--- config.mk ---
export PLATFORM = sky130hd
export DESIGN_NAME = pwm3_gate_gen
export DESIGN_NICKNAME = d
export VERILOG_FILES = /design/src/rtl/pwm3_pkg.sv /design/src/rtl/pwm3_carrier.sv /design/src/rtl/pwm3_compare.sv /design/src/rtl/pwm3_deadtime.sv /design/src/rtl/pwm3_gate_gen.sv
export SDC_FILE = /design/constraint.sdc
export NUM_CORES = 1
export LEC_CHECK = 0
export BUFFER_PORTS_ARGS = -buffer_cell sky130_fd_sc_hd__buf_2
export CAP_MARGIN = 20
export CORE_MARGIN = 3
export CORE_UTILIZATION = 40
export CTS_BUF_LIST = sky130_fd_sc_hd__clkbuf_8
export CTS_CLUSTER_DIAMETER = 50
export CTS_CLUSTER_SIZE = 28
export DETAILED_ROUTE_END_ITERATION = 10
export HOLD_SLACK_MARGIN = 0.12
export MAX_ROUTING_LAYER = met4
export SYNTH_ARGS = -nofsm -noshare
export SYNTH_HDL_FRONTEND = slang
export SYNTH_SLANG_ARGS = --single-unit
--- constraint.sdc ---
create_clock -name clk -period 3.9 [get_ports clk]
set_input_delay 0.195 -clock clk [delete_from_list [all_inputs] [get_ports clk]]
set_output_delay 0.195 -clock clk [all_outputs]
set_load 0.03 [all_outputs]
--- src/rtl/pwm3_pkg.sv ---
package pwm3_pkg;

    localparam int NUM_LEGS = 3;

    typedef enum logic {
        CAR_UP,
        CAR_DOWN
    } car_dir_t;

    typedef enum logic [1:0] {
        LEG_IDLE,
        LEG_GAP,
        LEG_HIGH,
        LEG_LOW
    } leg_state_t;

endpackage

--- src/rtl/pwm3_carrier.sv ---
module pwm3_carrier
    import pwm3_pkg::*;
#(
    parameter int PEAK = 5000,
    localparam int CW = $clog2(PEAK + 1)
) (
    input  logic          clk,
    input  logic          rst_n,
    input  logic          enable,
    output logic [CW-1:0] count,
    output logic          at_zero
);

    car_dir_t      dir_q, dir_d;
    logic [CW-1:0] cnt_q, cnt_d;

    // state register
    always_ff @(posedge clk or negedge rst_n) begin
        if (!rst_n) begin
            dir_q <= CAR_UP;
            cnt_q <= '0;
        end else begin
            dir_q <= dir_d;
            cnt_q <= cnt_d;
        end
    end

    // next-state
    always_comb begin
        dir_d = dir_q;
        cnt_d = cnt_q;
        if (!enable) begin
            dir_d = CAR_UP;
            cnt_d = '0;
        end else begin
            unique case (dir_q)
                CAR_UP: begin
                    cnt_d = cnt_q + CW'(1);
                    if (cnt_q == CW'(PEAK - 1)) dir_d = CAR_DOWN;
                end
                CAR_DOWN: begin
                    cnt_d = cnt_q - CW'(1);
                    if (cnt_q == CW'(1)) dir_d = CAR_UP;
                end
            endcase
        end
    end

    // outputs
    always_comb begin
        count   = cnt_q;
        at_zero = (cnt_q == '0);
    end

endmodule

--- src/rtl/pwm3_compare.sv ---
module pwm3_compare #(
    parameter int PEAK   = 5000,
    parameter int DUTY_W = 16,
    parameter int CW     = $clog2(PEAK + 1),
    localparam int EW    = ((DUTY_W > CW + 1) ? DUTY_W : CW + 1) + 2
) (
    input  logic                     clk,
    input  logic                     rst_n,
    input  logic                     at_zero,
    input  logic [CW-1:0]            count,
    input  logic signed [DUTY_W-1:0] duty_in,
    output logic signed [DUTY_W-1:0] ref_q,
    output logic                     cmd
);

    localparam logic signed [DUTY_W-1:0] LIM_HI = DUTY_W'(PEAK);
    localparam logic signed [DUTY_W-1:0] LIM_LO = -LIM_HI;
    localparam logic signed [EW-1:0]     PEAK_E = EW'(PEAK);

    logic signed [DUTY_W-1:0] duty_clip;
    logic signed [EW-1:0]     lhs, rhs;

    always_comb begin
        if (duty_in > LIM_HI)      duty_clip = LIM_HI;
        else if (duty_in < LIM_LO) duty_clip = LIM_LO;
        else                       duty_clip = duty_in;
    end

    // reference taken only at the carrier valley
    always_ff @(posedge clk or negedge rst_n) begin
        if (!rst_n)       ref_q <= '0;
        else if (at_zero) ref_q <= duty_clip;
    end

    always_comb begin
        lhs = signed'({{(EW - CW - 1){1'b0}}, count, 1'b0});
        rhs = EW'(ref_q) + PEAK_E;
        cmd = (lhs < rhs);
    end

endmodule

--- src/rtl/pwm3_deadtime.sv ---
module pwm3_deadtime
    import pwm3_pkg::*;
#(
    parameter int DEAD = 100,
    localparam int TW = (DEAD > 1) ? $clog2(DEAD) : 1
) (
    input  logic clk,
    input  logic rst_n,
    input  logic enable,
    input  logic cmd,
    output logic gate_hi,
    output logic gate_lo
);

    leg_state_t    state_q, state_d;
    logic          aim_q, aim_d;
    logic [TW-1:0] tmr_q, tmr_d;

    // state register
    always_ff @(posedge clk or negedge rst_n) begin
        if (!rst_n) begin
            state_q <= LEG_IDLE;
            aim_q   <= 1'b0;
            tmr_q   <= '0;
        end else begin
            state_q <= state_d;
            aim_q   <= aim_d;
            tmr_q   <= tmr_d;
        end
    end

    // next-state
    always_comb begin
        state_d = state_q;
        aim_d   = aim_q;
        tmr_d   = tmr_q;
        unique case (state_q)
            LEG_IDLE: begin
                if (enable) begin
                    state_d = LEG_GAP;
                    aim_d   = cmd;
                    tmr_d   = '0;
                end
            end
            LEG_GAP: begin
                if (!enable) begin
                    state_d = LEG_IDLE;
                end else if (cmd != aim_q) begin
                    aim_d = cmd;
                    tmr_d = '0;
                end else if (tmr_q == TW'(DEAD - 1)) begin
                    state_d = aim_q ? LEG_HIGH : LEG_LOW;
                end else begin
                    tmr_d = tmr_q + TW'(1);
                end
            end
            LEG_HIGH: begin
                if (!enable) begin
                    state_d = LEG_IDLE;
                end else if (!cmd) begin
                    state_d = LEG_GAP;
                    aim_d   = 1'b0;
                    tmr_d   = '0;
                end
            end
            LEG_LOW: begin
                if (!enable) begin
                    state_d = LEG_IDLE;
                end else if (cmd) begin
                    state_d = LEG_GAP;
                    aim_d   = 1'b1;
                    tmr_d   = '0;
                end
            end
        endcase
    end

    // outputs
    always_comb begin
        gate_hi = (state_q == LEG_HIGH);
        gate_lo = (state_q == LEG_LOW);
    end

endmodule

--- src/rtl/pwm3_gate_gen.sv ---
module pwm3_gate_gen
    import pwm3_pkg::*;
#(
    parameter int PEAK   = 5000,
    parameter int DEAD   = 100,
    parameter int DUTY_W = 16,
    localparam int CW    = $clog2(PEAK + 1)
) (
    input  logic                     clk,
    input  logic                     rst_n,
    input  logic                     enable,
    input  logic signed [DUTY_W-1:0] duty_a,
    input  logic signed [DUTY_W-1:0] duty_b,
    input  logic signed [DUTY_W-1:0] duty_c,
    output logic [NUM_LEGS-1:0]      gate_hi,
    output logic [NUM_LEGS-1:0]      gate_lo
);

    logic [CW-1:0]                          car_cnt;
    logic                                   car_zero;
    logic [NUM_LEGS-1:0][DUTY_W-1:0]        duty_all;
    logic [NUM_LEGS-1:0][DUTY_W-1:0]        ref_all;
    logic [NUM_LEGS-1:0]                    leg_cmd;

    assign duty_all = {duty_c, duty_b, duty_a};

    pwm3_carrier #(.PEAK(PEAK)) u_carrier (
        .clk     (clk),
        .rst_n   (rst_n),
        .enable  (enable),
        .count   (car_cnt),
        .at_zero (car_zero)
    );

    for (genvar g = 0; g < NUM_LEGS; g++) begin : g_leg
        logic signed [DUTY_W-1:0] ref_s;

        pwm3_compare #(.PEAK(PEAK), .DUTY_W(DUTY_W), .CW(CW)) u_cmp (
            .clk     (clk),
            .rst_n   (rst_n),
            .at_zero (car_zero),
            .count   (car_cnt),
            .duty_in (signed'(duty_all[g])),
            .ref_q   (ref_s),
            .cmd     (leg_cmd[g])
        );

        assign ref_all[g] = ref_s;

        pwm3_deadtime #(.DEAD(DEAD)) u_dt (
            .clk     (clk),
            .rst_n   (rst_n),
            .enable  (enable),
            .cmd     (leg_cmd[g]),
            .gate_hi (gate_hi[g]),
            .gate_lo (gate_lo[g])
        );
    end

endmodule

==> results of run 1 <==
==> routing by layer <==
layer / part of all wire, % / up-vias / track usage [%] / routed length, um
met5: 0 / - / - / 0
met4: 1.8 / 0 / 6.24 / 273
met3: 3.0 / 24 / 2.67 / 453
met2: 47 / 92 / 29.8 / 7190
met1: 48 / 2674 / 24.1 / 7330
li1: - / 2763 / - / -
==> layout by cell type, fill, tap and decap left out, types with 13 or more instances in the layout <==
cell / instances
sky130_fd_sc_hd__nand3_1: 33
sky130_fd_sc_hd__nand4_1: 18
sky130_fd_sc_hd__nor2_1: 70
sky130_fd_sc_hd__inv_1: 40
sky130_fd_sc_hd__buf_4: 13
sky130_fd_sc_hd__xor2_1: 17
sky130_fd_sc_hd__a21oi_1: 39
sky130_fd_sc_hd__nor3_1: 19
sky130_fd_sc_hd__dlygate4sd3_1: 28
sky130_fd_sc_hd__xnor2_1: 25
sky130_fd_sc_hd__a21o_1: 16
sky130_fd_sc_hd__buf_2: 55
sky130_fd_sc_hd__o21ai_0: 43
sky130_fd_sc_hd__dfrtp_1: 91
sky130_fd_sc_hd__ha_1: 55
sky130_fd_sc_hd__nor2b_1: 16
sky130_fd_sc_hd__nand2_1: 76
==> how the worst max path moves through the flow <==
stage,cells past startpoint,slack [ns],start,to
floorplan,15,0.44,g_leg[0].u_cmp.ref_q[3]$_DFFE_PN0N_,g_leg[0].u_dt.tmr_q[6]$_DFFE_PN0P_
global placement,7,0.24,u_carrier.count[5]$_DFF_PN0_,g_leg[2].u_cmp.ref_q[3]$_DFFE_PN0N_
detailed placement,14,0.09,g_leg[0].u_cmp.ref_q[3]$_DFFE_PN0N_,g_leg[0].u_dt.tmr_q[6]$_DFFE_PN0P_
CTS,14,0.08,g_leg[0].u_cmp.ref_q[3]$_DFFE_PN0N_,g_leg[0].u_dt.tmr_q[6]$_DFFE_PN0P_
global route,17,0.04,g_leg[2].u_cmp.ref_q[4]$_DFFE_PN0N_,g_leg[2].u_dt.tmr_q[1]$_DFFE_PN0P_
finish,15,0.25,g_leg[1].u_cmp.ref_q[3]$_DFFE_PN0N_,g_leg[1].u_dt.tmr_q[1]$_DFFE_PN0P_
==> registers in the layout, summed over array words and instances, names as in the netlist <==
name                cells
g_leg.u_dt.state_q      6
u_carrier.dir_q         1
g_leg.u_dt.aim_q        3
g_leg.u_cmp.ref_q      48
g_leg.u_dt.tmr_q       21
u_carrier.count        13
==> synthesized netlist by cell type (4+ instances only) <==
| library cell | instances |
|---|---|
| sky130_fd_sc_hd__inv_1 | 38 |
| sky130_fd_sc_hd__a31oi_1 | 6 |
| sky130_fd_sc_hd__nand2b_1 | 8 |
| sky130_fd_sc_hd__nor4b_1 | 5 |
| sky130_fd_sc_hd__buf_4 | 6 |
| sky130_fd_sc_hd__and3_1 | 10 |
| sky130_fd_sc_hd__or2_2 | 5 |
| sky130_fd_sc_hd__nand2_1 | 77 |
| sky130_fd_sc_hd__a22o_1 | 6 |
| sky130_fd_sc_hd__nand4_1 | 18 |
| sky130_fd_sc_hd__a211o_1 | 5 |
| sky130_fd_sc_hd__o22a_1 | 4 |
| sky130_fd_sc_hd__o21a_1 | 6 |
| sky130_fd_sc_hd__o211ai_1 | 5 |
| sky130_fd_sc_hd__nor3_2 | 4 |
| sky130_fd_sc_hd__a21o_1 | 16 |
| sky130_fd_sc_hd__clkbuf_1 | 16 |
| sky130_fd_sc_hd__ha_1 | 55 |
| sky130_fd_sc_hd__o31ai_1 | 6 |
| sky130_fd_sc_hd__nor2_1 | 70 |
| sky130_fd_sc_hd__and2_1 | 4 |
| sky130_fd_sc_hd__nor2b_1 | 16 |
| sky130_fd_sc_hd__xnor2_1 | 25 |
| sky130_fd_sc_hd__a21oi_1 | 39 |
| sky130_fd_sc_hd__mux2i_1 | 4 |
| sky130_fd_sc_hd__a21boi_0 | 4 |
| sky130_fd_sc_hd__xor2_1 | 17 |
| sky130_fd_sc_hd__nand3_1 | 33 |
| sky130_fd_sc_hd__o21ai_0 | 43 |
| sky130_fd_sc_hd__nor3_1 | 19 |
| sky130_fd_sc_hd__dfrtp_1 | 92 |
==> timing repair <==
action | 4_1_cts | 5_1_grt
hold buffers | 27 | 1
setup endpoints to repair | 0 | 21
resized for setup | 0 | 8
hold endpoints to repair | 77 | 1
==> cell families (layout without fill, tap and decap cells) <==
family | Yosys count | in the layout | share of synthesized area, %
AOI/OAI and AO/OA | 177 | 177 | 18.8
buffers and inverters | 66 | 149 | 4.32
xor gates and xnor gates | 42 | 42 | 5.80
muxes | 4 | 4 | 0.632
adders and majority gates | 55 | 55 | 10.9
DFF | 92 | 92 | 36.3
and+or+nand+nor | 290 | 290 | 23.2
==> layout make-up <==
class,instances,area (sq um)
fillers,1509,8050
multi-input cells,568,3790
flip-flops and latches,92,2300
repair buffers,96,653
well taps,211,264
inverters,39,146
clock buffers,10,138
clock inverters,4,20.0
==> power by group <==
part	switching, mW	total (mW)	internal, mW
clock	0.334	0.571	0.237
combinational	0.472	0.855	0.383
sequential	0.175	1.26	1.09
==> per-stage QoR <==
step | instance area, sq um | std cells | utilization (%) | hold slack [ns]
6_report | 7320 | 1020 | 47.6 | 0.134
5_1_grt | 7320 | 1020 | 47.6 | 0.138
4_1_cts | 7270 | 1019 | 47.3 | 0.121
3_5_place_dp | 6850 | 978 | 44.5 | 0.283
3_3_place_gp | 6840 | 977 | 44.5 | 0.279
2_1_floorplan | 6340 | 726 | - | -0.101
==> worst register-to-register path, stage by stage, from the launching register on <==
cell and delay, ns:
sky130_fd_sc_hd__dfrtp_2 0.46, sky130_fd_sc_hd__ha_1 0.24, sky130_fd_sc_hd__nand3_1 0.15, sky130_fd_sc_hd__nand2_1 0.07, sky130_fd_sc_hd__nand2_1 0.08, sky130_fd_sc_hd__xor2_1 0.15, sky130_fd_sc_hd__ha_1 0.26, sky130_fd_sc_hd__a21o_1 0.18
sky130_fd_sc_hd__a21o_1 0.17, sky130_fd_sc_hd__a21oi_1 0.13, sky130_fd_sc_hd__o311ai_0 0.17, sky130_fd_sc_hd__a22o_4 0.33, sky130_fd_sc_hd__or4b_2 0.63, sky130_fd_sc_hd__and3_1 0.25, sky130_fd_sc_hd__nand2_2 0.15, sky130_fd_sc_hd__a22o_1 0.17
==> results.md, run 1 <==
### Outcome
* finished, final reports clean — outcome

### Final layout
* 0 — diode count
* 13.0% — layout cell share with drive strength beyond 1
* 15.5% — Area Growth Syn to Fin
* 912 — final net count

### Clock network
* sky130_fd_sc_hd__clkbuf_8 — CTS Root Cell
* done — clock tree from TritonCTS
* 0.37 ns — worst skew pair latency
* 0 — Setup Buffers After CTS
* 0.09 ns — clock input transition at the sequential cells of the worst setup and hold paths
* 3 — number of H-tree levels
* 9 — TritonCTS Buffers
* 2 — buffer levels on the longest clock path
* 92 — total clock sinks

### Critical path
* g_leg[1].u_cmp.ref_q[3]$_DFFE_PN0N_ — Critical R2R Launch
* reg -> reg — type of the worst setup path
* ha_1 -> nand3_1 -> nand2_1 -> nand2_1 -> xor2_1 -> ha_1 -> a21o_1 -> a21o_1 -> a21oi_1 -> o311ai_0 -> a22o_4 -> or4b_2 -> and3_1 -> nand2_2 -> a22o_1 — cell chain of the critical path
* g_leg[1].u_dt.tmr_q[1]$_DFFE_PN0P_ — Crit Reg-Reg Endpoint
* sky130_fd_sc_hd__or4b_2 — cell with the largest stage delay on the worst path
* 0 — buffers plus inverters on the worst setup path
* 0.25 ns — worst-case register-to-register setup slack
* 15 — depth of the worst register-to-register path
* 3.96 ns — data arrival time of the critical path
* register — type of origin of the critical path
* 0.63 ns — Crit path largest cell delay
* register — critical path endpoint category
* simple AND/OR/NAND/NOR gates — Worst path top cell family by delay
* 6 — Max Fanout on Critical Path
* 4.21 ns — endpoint required time on the critical path

### Global route
* 53 — largest net degree at the start of global routing
* 0 — overflow left after global routing
* 26.1 mm — wire length of the first global-routing pass
* 0 — initial antenna violation count
* 5503 — number of global-route vias before repair
* 18.5% — global-route usage over all layers

### Timing
* 0.822 ns — worst slew pin tran
* 0.251 ns — post-route worst setup slack
* 0 — number of hold violations in the final report
* 0 ns — final sum of negative setup slack
* 0 — max-slew violations
* false — setup repair after global routing missed its margin
* 93.6% — portion of the clock cycle consumed by the worst path in the final layout
* 44.8% — worst rel slew slack
* 0 — count of endpoints failing setup in the final report
* 0.274 GHz — Fmax
* 0.00580 ns — worst setup skew after layout
* 3.65 ns — fin crit period

### Hold path
* g_leg[2].u_cmp.ref_q[9]$_DFFE_PN0N_ — end point of the most critical hold path
* duty_c[9] — startpoint of the worst hold path
* 3 — worst hold path depth
* in -> reg — worst hold path type

### Die
* 17400 sq um — DIE AREA
* 57 — top-level port count
* 132 um — die span in y
* 41.2% — Initial Utilization
* 15400 sq um — area of the placeable core
* 132 um — horizontal die dimension
* 45 — number of rows in the core area

### Logic synthesis
* 36.3% — post-synth top area share
* sky130_fd_sc_hd__dfrtp_1 — flip-flop cell with the highest count after synthesis
* sky130_fd_sc_hd__dfrtp_1 36%, sky130_fd_sc_hd__ha_1 11%, sky130_fd_sc_hd__nand2_1 4.6% — cell types with the largest area share after synthesis
* 36.3% — sequential area share after synthesis
* 0 — count of flip-flops with a built-in enable after synthesis
* 832 — Synth Net Count
* 6340 sq um — netlist area before placement
* sky130_fd_sc_hd__dfrtp_1 — library cell occupying the most area in the post-synthesis netlist
* 100% — post-synthesis async set-or-reset flop share
* 8.73 sq um — per-instance average area after synthesis
* 0 — total number of yosys warnings
* 92 — #FFs+latches synth
* 67 — number of unique standard cell types used by synthesis
* 726 — number of instances in the synthesized netlist

### Placement
* 0.801 — Routability Congestion
* 56 — buffers added on ports
* 0.0863 ns — Post-Place Setup Slack
* 11.4 mm — post-detailed-placement half-perimeter wirelength

### Run
* 0 — MaxCap Viol Count

### Power and ir drop
* 3.39 nW — static power due to leakage
* 2.69 mW — total power of the final layout
* 0.000187 V — worst vdd ir
* 367 nW/um^2 — P per Cell Area

### Routing
* 5.44 — Via-to-Cell Ratio
* 4 — router iterations before antenna repair
* 0 — post-route DRC violation count
* 283 — drt initial violations
* 5553 — vias
* 15.2 mm — Routed Wire Length
* 0 — antenna violation net count after detailed routing
* 14.9 um — DR WL/cell

(Power assumes the default switching activity.)
==> run 2: changes to the inputs <==
Clock period 3.9 ns to 3.45 ns, I/O delays scaled along.
==> results.md, run 2 (same netlist as run 1, synthesis figures left out) <==
### Outcome
* finished, final reports clean — outcome

### Die
* 57 — top-level port count, unchanged
* 17400 sq um — DIE AREA, unchanged
* 45 — number of rows in the core area, unchanged
* 132 um — die span in y, unchanged
* 15400 sq um — area of the placeable core, unchanged
* 132 um — horizontal die dimension, unchanged
* 41.2% — Initial Utilization, unchanged

### Final layout
* g_leg.u_cmp.ref_q — Top reg by flops
* sky130_fd_sc_hd__dfrtp_1 — most common cell after layout, fill and taps aside
* 1378 — Fillers, -8.7%
* 21.8% — layout cell share with drive strength beyond 1, +8.8 points
* 0 — diode count, unchanged
* 4040 sq um — area of the multi-input gates, +6.4%
* 90 x sky130_fd_sc_hd__dfrtp_1, 73 x sky130_fd_sc_hd__nand2_1, 68 x sky130_fd_sc_hd__nor2_1 — most frequent cells in the layout
* 28.1% — Area Growth Syn to Fin
* 48 — max FFs per register, unchanged
* 52.8% — Core Util, Final, +5.2 points
* 2300 sq um — area used by sequential logic in the layout, about the same
* 974 — final net count, +6.8%

### Routing
* 7.39 mm — detailed-route wire length on metal 1, +0.82%
* 15.2 um — DR WL/cell, +1.5%
* 5.40 — Via-to-Cell Ratio, -0.85%
* 8.35 mm — sum of met2 wire segment lengths after detailed routing, +16%
* met4 — top routing layer in use
* 16.5 mm — Routed Wire Length, +7.9%
* 5 — router iterations before antenna repair, +1
* 0 — post-route DRC violation count, unchanged
* 0 — antenna violation net count after detailed routing, unchanged
* 383 um — detailed-routed wire length on met3, -15%
* 205 — drt initial violations, -28%
* 5851 — vias, +5.4%

### Clock network
* sky130_fd_sc_hd__clkbuf_8 — CTS Root Cell
* 0.09 ns — clock input transition at the sequential cells of the worst setup and hold paths, about the same
* done — clock tree from TritonCTS
* 0.38 ns — worst skew pair latency, about the same
* 9 — TritonCTS Buffers, unchanged
* 92 — total clock sinks, unchanged
* 2 — buffer levels on the longest clock path, unchanged
* 3 — number of H-tree levels, unchanged

### Critical path
* 6 — Max Fanout on Critical Path, unchanged
* buf_4 -> nand4_2 -> nor2b_1 -> xnor2_1 -> ha_1 -> a21o_1 -> a21oi_1 -> a21o_1 -> o311ai_4 -> a22o_4 -> buf_6 -> xnor2_2 -> or4_4 -> nor3b_2 -> a21o_1 — cell chain of the critical path
* reg -> reg — type of the worst setup path
* 0.51 ns — Crit path largest cell delay, -0.12 ns
* register — critical path endpoint category
* 3.76 ns — data arrival time of the critical path, -0.20 ns
* register — type of origin of the critical path
* 3.78 ns — endpoint required time on the critical path, -0.43 ns
* sky130_fd_sc_hd__a21o_1 — dominant cell type by count on the critical path
* g_leg[1].u_cmp.ref_q[3]$_DFFE_PN0N_ — Critical R2R Launch
* sky130_fd_sc_hd__or4_4 — cell with the largest stage delay on the worst path
* g_leg[1].u_cmp.ref_q[3]$_DFFE_PN0N_ — critical path launch point

### Global route
* 0 — initial antenna violation count, unchanged
* 27.5 mm — wire length of the first global-routing pass, +5.4%
* 5782 — number of global-route vias before repair, +5.1%
* 69 — largest net degree at the start of global routing, +30%
* 19.5% — global-route usage over all layers, +0.99 points
* 0 — overflow left after global routing, unchanged

### Timing
* true — setup repair after global routing missed its margin
* 0.902 ns — worst slew pin tran, +0.0795 ns
* 3.44 ns — fin crit period, -0.213 ns
* 0.0144 ns — post-route worst setup slack, -0.237 ns
* 39.9% — worst rel slew slack, -4.9 points
* 0 ns — final sum of negative setup slack, unchanged
* 0.291 GHz — Fmax, +6.2%
* 0 — count of endpoints failing setup in the final report, unchanged
* 0 — max-slew violations, unchanged
* 99.6% — portion of the clock cycle consumed by the worst path in the final layout, +6.0 points
* 0.00626 ns — worst setup skew after layout, +0.000462 ns
* 0 — number of hold violations in the final report, unchanged

### Placement
* 0.882 — Routability Congestion, +10%
* 56 — buffers added on ports, unchanged
* 11.6 mm — post-detailed-placement half-perimeter wirelength, +1.9%
* -0.258 ns — Post-Place Setup Slack, -0.344 ns

### Power and ir drop
* 3.40 mW — total power of the final layout, +26%
* 418 nW/um^2 — P per Cell Area, +14%
* 0.000253 V — worst vdd ir, +35%
* 3.80 nW — static power due to leakage, +12%

### Hold path
* in -> reg — worst hold path type
* duty_b[11] — startpoint of the worst hold path

### Run
* 0 — MaxCap Viol Count, unchanged

## run 2: area by class of cell
cell class / count / area share, %
Clock buffer: 10 / 1.70
Multi-Input combinational cell: 568 / 49.7
Timing Repair Buffer: 158 / 14.4
Sequential cell: 92 / 28.4
Tap cell: 211 / 3.25
Clock inverter: 6 / 0.771
Inverter: 39 / 1.80
## run 2: layer usage
metal  vias to the layer above  global-route usage (%)
met2                       116                    34.2
met4                         0                    6.65
met5                         -                       -
met1                      2824                    23.4
li1                       2885                       -
met3                        26                    2.06
## run 2: what timing repair did
action	CTS	global route
buffers inserted	3	6
endpoints found under the hold margin	106	0
pin swaps	14	30
endpoints found under the setup margin	22	22
hold buffers	41	0
gates resized for setup	23	37
## run 2: where the power goes
| part | total [mW] | leakage (nW) | switching, mW | internal [mW] |
|---|---|---|---|---|
| combinational | 1.22 | 2.53 | 0.628 | 0.588 |
| sequential | 1.42 | 1.17 | 0.189 | 1.23 |
| clock | 0.763 | 0.106 | 0.408 | 0.355 |
## run 2: final timing paths
kind / end / slack, ns / cells past startpoint
max in group asynchronous: g_leg[0].u_dt.tmr_q[6]$_DFFE_PN0P_ / 2.25 / 3
max: g_leg[1].u_dt.tmr_q[2]$_DFFE_PN0P_ / 0.01 / 15
min: g_leg[1].u_cmp.ref_q[11]$_DFFE_PN0N_ / 0.17 / 3
min in group asynchronous: g_leg[2].u_dt.tmr_q[4]$_DFFE_PN0P_ / 0.45 / 2
min reg2reg: g_leg[1].u_cmp.ref_q[0]$_DFFE_PN0N_ / 0.52 / 1
max reg2reg: g_leg[1].u_dt.tmr_q[2]$_DFFE_PN0P_ / 0.01 / 15
## run 2: worst max-delay path, delay by kind of cell (launching register included)
kind	cells	cell delay, ns
xor gates and xnor gates	2	0.33
AOI/OAI and AO/OA	6	1.02
and+or+nand+nor	4	1.02
DFF	1	0.45
adders and majority gates	1	0.29
buffers and inverters	2	0.28
## run 2: per-stage QoR
stage | hold WS [ns] | cells | instance area, sq um
after detailed placement | 0.378 | 1018 | 7150
after global placement | 0.367 | 1018 | 7150
final | 0.169 | 1084 | 8120
after floorplan | -0.123 | 726 | 6340
after global routing | 0.169 | 1084 | 8120
after CTS | 0.146 | 1078 | 7900
==> run 3: changes to the inputs <==
Clock period 3.45 ns to 3.5 ns, I/O delays scaled along.
==> results.md, run 3 (same netlist as run 1, synthesis figures left out) <==
### Timing
* 0.0493 ns — post-route worst setup slack, +0.0349 ns
* 0 — max-slew violations, unchanged
* 0.872 ns — worst slew pin tran, -0.0297 ns
* 3.45 ns — fin crit period, +0.0151 ns
* 0 — number of hold violations in the final report, unchanged
* 41.5% — worst rel slew slack, +1.6 points
* true — setup repair after global routing missed its margin
* 0.00784 ns — worst setup skew after layout, +0.00157 ns
* 0 — count of endpoints failing setup in the final report, unchanged
* 98.6% — portion of the clock cycle consumed by the worst path in the final layout, -0.99 points
* 0.290 GHz — Fmax, -0.44%
* 0.134 ns — Hold Slack, -0.0354 ns

### Global route
* 19.9% — global-route usage over all layers, +0.41 points
* 0 — overflow left after global routing, unchanged
* 28.1 mm — wire length of the first global-routing pass, +2.0%
* 39 — largest net degree at the start of global routing, -43%
* 0 — initial antenna violation count, unchanged
* 5826 — number of global-route vias before repair, +0.76%

### Final layout
* 7970 sq um — Final Cell Area, -1.9%
* 48 — max FFs per register, unchanged
* 25.7% — Area Growth Syn to Fin
* g_leg.u_cmp.ref_q — Top reg by flops
* 92 x sky130_fd_sc_hd__dfrtp_1, 75 x sky130_fd_sc_hd__nand2_1, 70 x sky130_fd_sc_hd__nor2_1 — most frequent cells in the layout
* 19.7% — layout cell share with drive strength beyond 1, -2.1 points
* 0 — diode count, unchanged
* 961 — final net count, -1.3%
* 1369 — Fillers, -0.65%
* 51.8% — Core Util, Final, -1.0 points
* sky130_fd_sc_hd__dfrtp_1 — most common cell after layout, fill and taps aside

### Critical path
* sky130_fd_sc_hd__or4_4 — cell with the largest stage delay on the worst path
* 15 — Stages on worst setup path, unchanged
* register — type of origin of the critical path
* register — critical path endpoint category
* g_leg[1].u_dt.tmr_q[2]$_DFFE_PN0P_ — capture point of the critical path
* reg -> reg — type of the worst setup path
* 6 — Max Fanout on Critical Path, unchanged
* 15 — depth of the worst register-to-register path, unchanged
* 0.05 ns — worst-case register-to-register setup slack, +0.03 ns
* 2 — buffers plus inverters on the worst setup path, unchanged
* compound AO/OA/AOI/OAI gates — Worst path top cell family by delay
* 3.82 ns — endpoint required time on the critical path, +0.04 ns
* g_leg[1].u_cmp.ref_q[3]$_DFFE_PN0N_ — critical path launch point
* g_leg[1].u_dt.tmr_q[2]$_DFFE_PN0P_ — Crit Reg-Reg Endpoint
* g_leg[1].u_cmp.ref_q[3]$_DFFE_PN0N_ — Critical R2R Launch
* 3.77 ns — data arrival time of the critical path, about the same
* ha_2 -> a311oi_2 -> a21oi_1 -> nor2_1 -> xor2_1 -> ha_1 -> nand4_1 -> buf_4 -> o311ai_4 -> a22o_4 -> buf_6 -> xnor2_4 -> or4_4 -> nor3b_2 -> a21o_1 — cell chain of the critical path
* 0.56 ns — Crit path largest cell delay, +0.05 ns

### Clock network
* done — clock tree from TritonCTS
* 3 — number of H-tree levels, unchanged
* 0.38 ns — worst skew pair latency, about the same
* 9 — TritonCTS Buffers, unchanged
* 92 — total clock sinks, unchanged
* sky130_fd_sc_hd__clkbuf_8 — CTS Root Cell
* 0.09 ns — clock input transition at the sequential cells of the worst setup and hold paths, about the same
* 2 — buffer levels on the longest clock path, unchanged

### Die
* 15400 sq um — area of the placeable core, unchanged
* 41.2% — Initial Utilization, unchanged
* 17400 sq um — DIE AREA, unchanged
* 132 um — horizontal die dimension, unchanged
* 57 — top-level port count, unchanged
* 45 — number of rows in the core area, unchanged
* 132 um — die span in y, unchanged

### Hold path
* in -> reg — worst hold path type

### Routing
* 5.44 — Via-to-Cell Ratio, +0.85%
* 0 — post-route DRC violation count, unchanged
* 16.5 mm — Routed Wire Length, +0.48%
* 5 — router iterations before antenna repair, unchanged
* 309 — drt initial violations, +51%
* 15.4 um — DR WL/cell, +1.7%
* 5830 — vias, -0.36%
* 0 — antenna violation net count after detailed routing, unchanged

### Placement
* 0.930 — Routability Congestion, +5.4%
* 56 — buffers added on ports, unchanged
* 7090 sq um — total cell area at the placement stage, -0.86%
* -0.181 ns — Post-Place Setup Slack, +0.0765 ns
* 12.1 mm — post-detailed-placement half-perimeter wirelength, +4.8%

### Power and ir drop
* 24.0% — clock power share, +1.5 points
* 2.18 mW — Int Power, +0.43%
* 1.17 mW — switching power, -4.4%
* 41.6% — register share of total power, about the same
* 35.0% — switching share of total power, -1.1 points
* 0.000288 V — worst vdd ir, +14%
* 3.35 mW — total power of the final layout, -1.3%
* 421 nW/um^2 — P per Cell Area, +0.60%
* 34.3% — combinational cell fraction of total power, -1.5 points
* 3.72 nW — static power due to leakage, -2.1%

### Run
* 0 — MaxCap Viol Count, unchanged

### Outcome
* finished, final reports clean — outcome

-- run 3: worst reg2reg max path: stages (launching register included) --
cell and delay [ns]:
sky130_fd_sc_hd__dfrtp_1 0.42, sky130_fd_sc_hd__ha_2 0.19, sky130_fd_sc_hd__a311oi_2 0.32, sky130_fd_sc_hd__a21oi_1 0.11, sky130_fd_sc_hd__nor2_1 0.14, sky130_fd_sc_hd__xor2_1 0.08
sky130_fd_sc_hd__ha_1 0.32, sky130_fd_sc_hd__nand4_1 0.12, sky130_fd_sc_hd__buf_4 0.17, sky130_fd_sc_hd__o311ai_4 0.30, sky130_fd_sc_hd__a22o_4 0.19, sky130_fd_sc_hd__buf_6 0.12
sky130_fd_sc_hd__xnor2_4 0.07, sky130_fd_sc_hd__or4_4 0.56, sky130_fd_sc_hd__nor3b_2 0.19, sky130_fd_sc_hd__a21o_1 0.10
-- run 3: final cells by class --
cell class / instances / area (sq um) / share of cell area (%)
inverter: 39 / 146 / 1.84
clock inverter: 6 / 88.8 / 1.12
clock buffer: 10 / 138 / 1.73
tap: 211 / 264 / 3.31
timing repair buffer: 145 / 1060 / 13.3
multi-input combinational: 568 / 3970 / 49.8
sequential: 92 / 2300 / 28.9
-- run 3: what timing repair did --
action,in CTS,in global routing
pin swaps,3,40
setup endpoints to repair,21,21
hold endpoints to repair,74,0
cloned,0,1
hold buffers,39,0
gates resized for setup,14,35
setup buffers,0,5
-- run 3: per-stage QoR --
stage,instances,TNS [ns]
floorplan,726,0
global placement,1010,-0.111
detailed placement,1010,-2.45
CTS,1065,0
global route,1071,-1.28
finish,1071,0
-- run 3: power by group through the flow --
stage	sequential, mW	combinational (mW)	clock, mW
after floorplan	1.37	0.670	0
after global placement	1.39	0.970	0
after detailed placement	1.40	1.01	0
after CTS	1.39	1.07	0.833
after global routing	1.42	1.31	0.871
final	1.40	1.15	0.805
-- run 3: worst min path at each step --
stage | startpoint | depth (start not counted) | end | slack (ns)
2_1_floorplan | rst_n | 0 | g_leg[0].u_cmp.ref_q[0]$_DFFE_PN0N_ | -0.12
3_3_place_gp | rst_n | 1 | g_leg[0].u_dt.tmr_q[2]$_DFFE_PN0P_ | 0.18
3_5_place_dp | rst_n | 1 | g_leg[0].u_dt.tmr_q[2]$_DFFE_PN0P_ | 0.18
4_1_cts | duty_a[14] | 3 | g_leg[0].u_cmp.ref_q[14]$_DFFE_PN0N_ | 0.13
5_1_grt | duty_a[14] | 3 | g_leg[0].u_cmp.ref_q[14]$_DFFE_PN0N_ | 0.15
6_report | duty_a[14] | 3 | g_leg[0].u_cmp.ref_q[14]$_DFFE_PN0N_ | 0.13
-- run 3: routing by layer --
metal | routed length (um) | track usage, % | vias up
li1 | - | - | 2879
met1 | 7480 | 25.0 | 2806
met2 | 8190 | 33.4 | 123
met3 | 579 | 3.17 | 22
met4 | 282 | 5.60 | 0
met5 | 0 | - | -
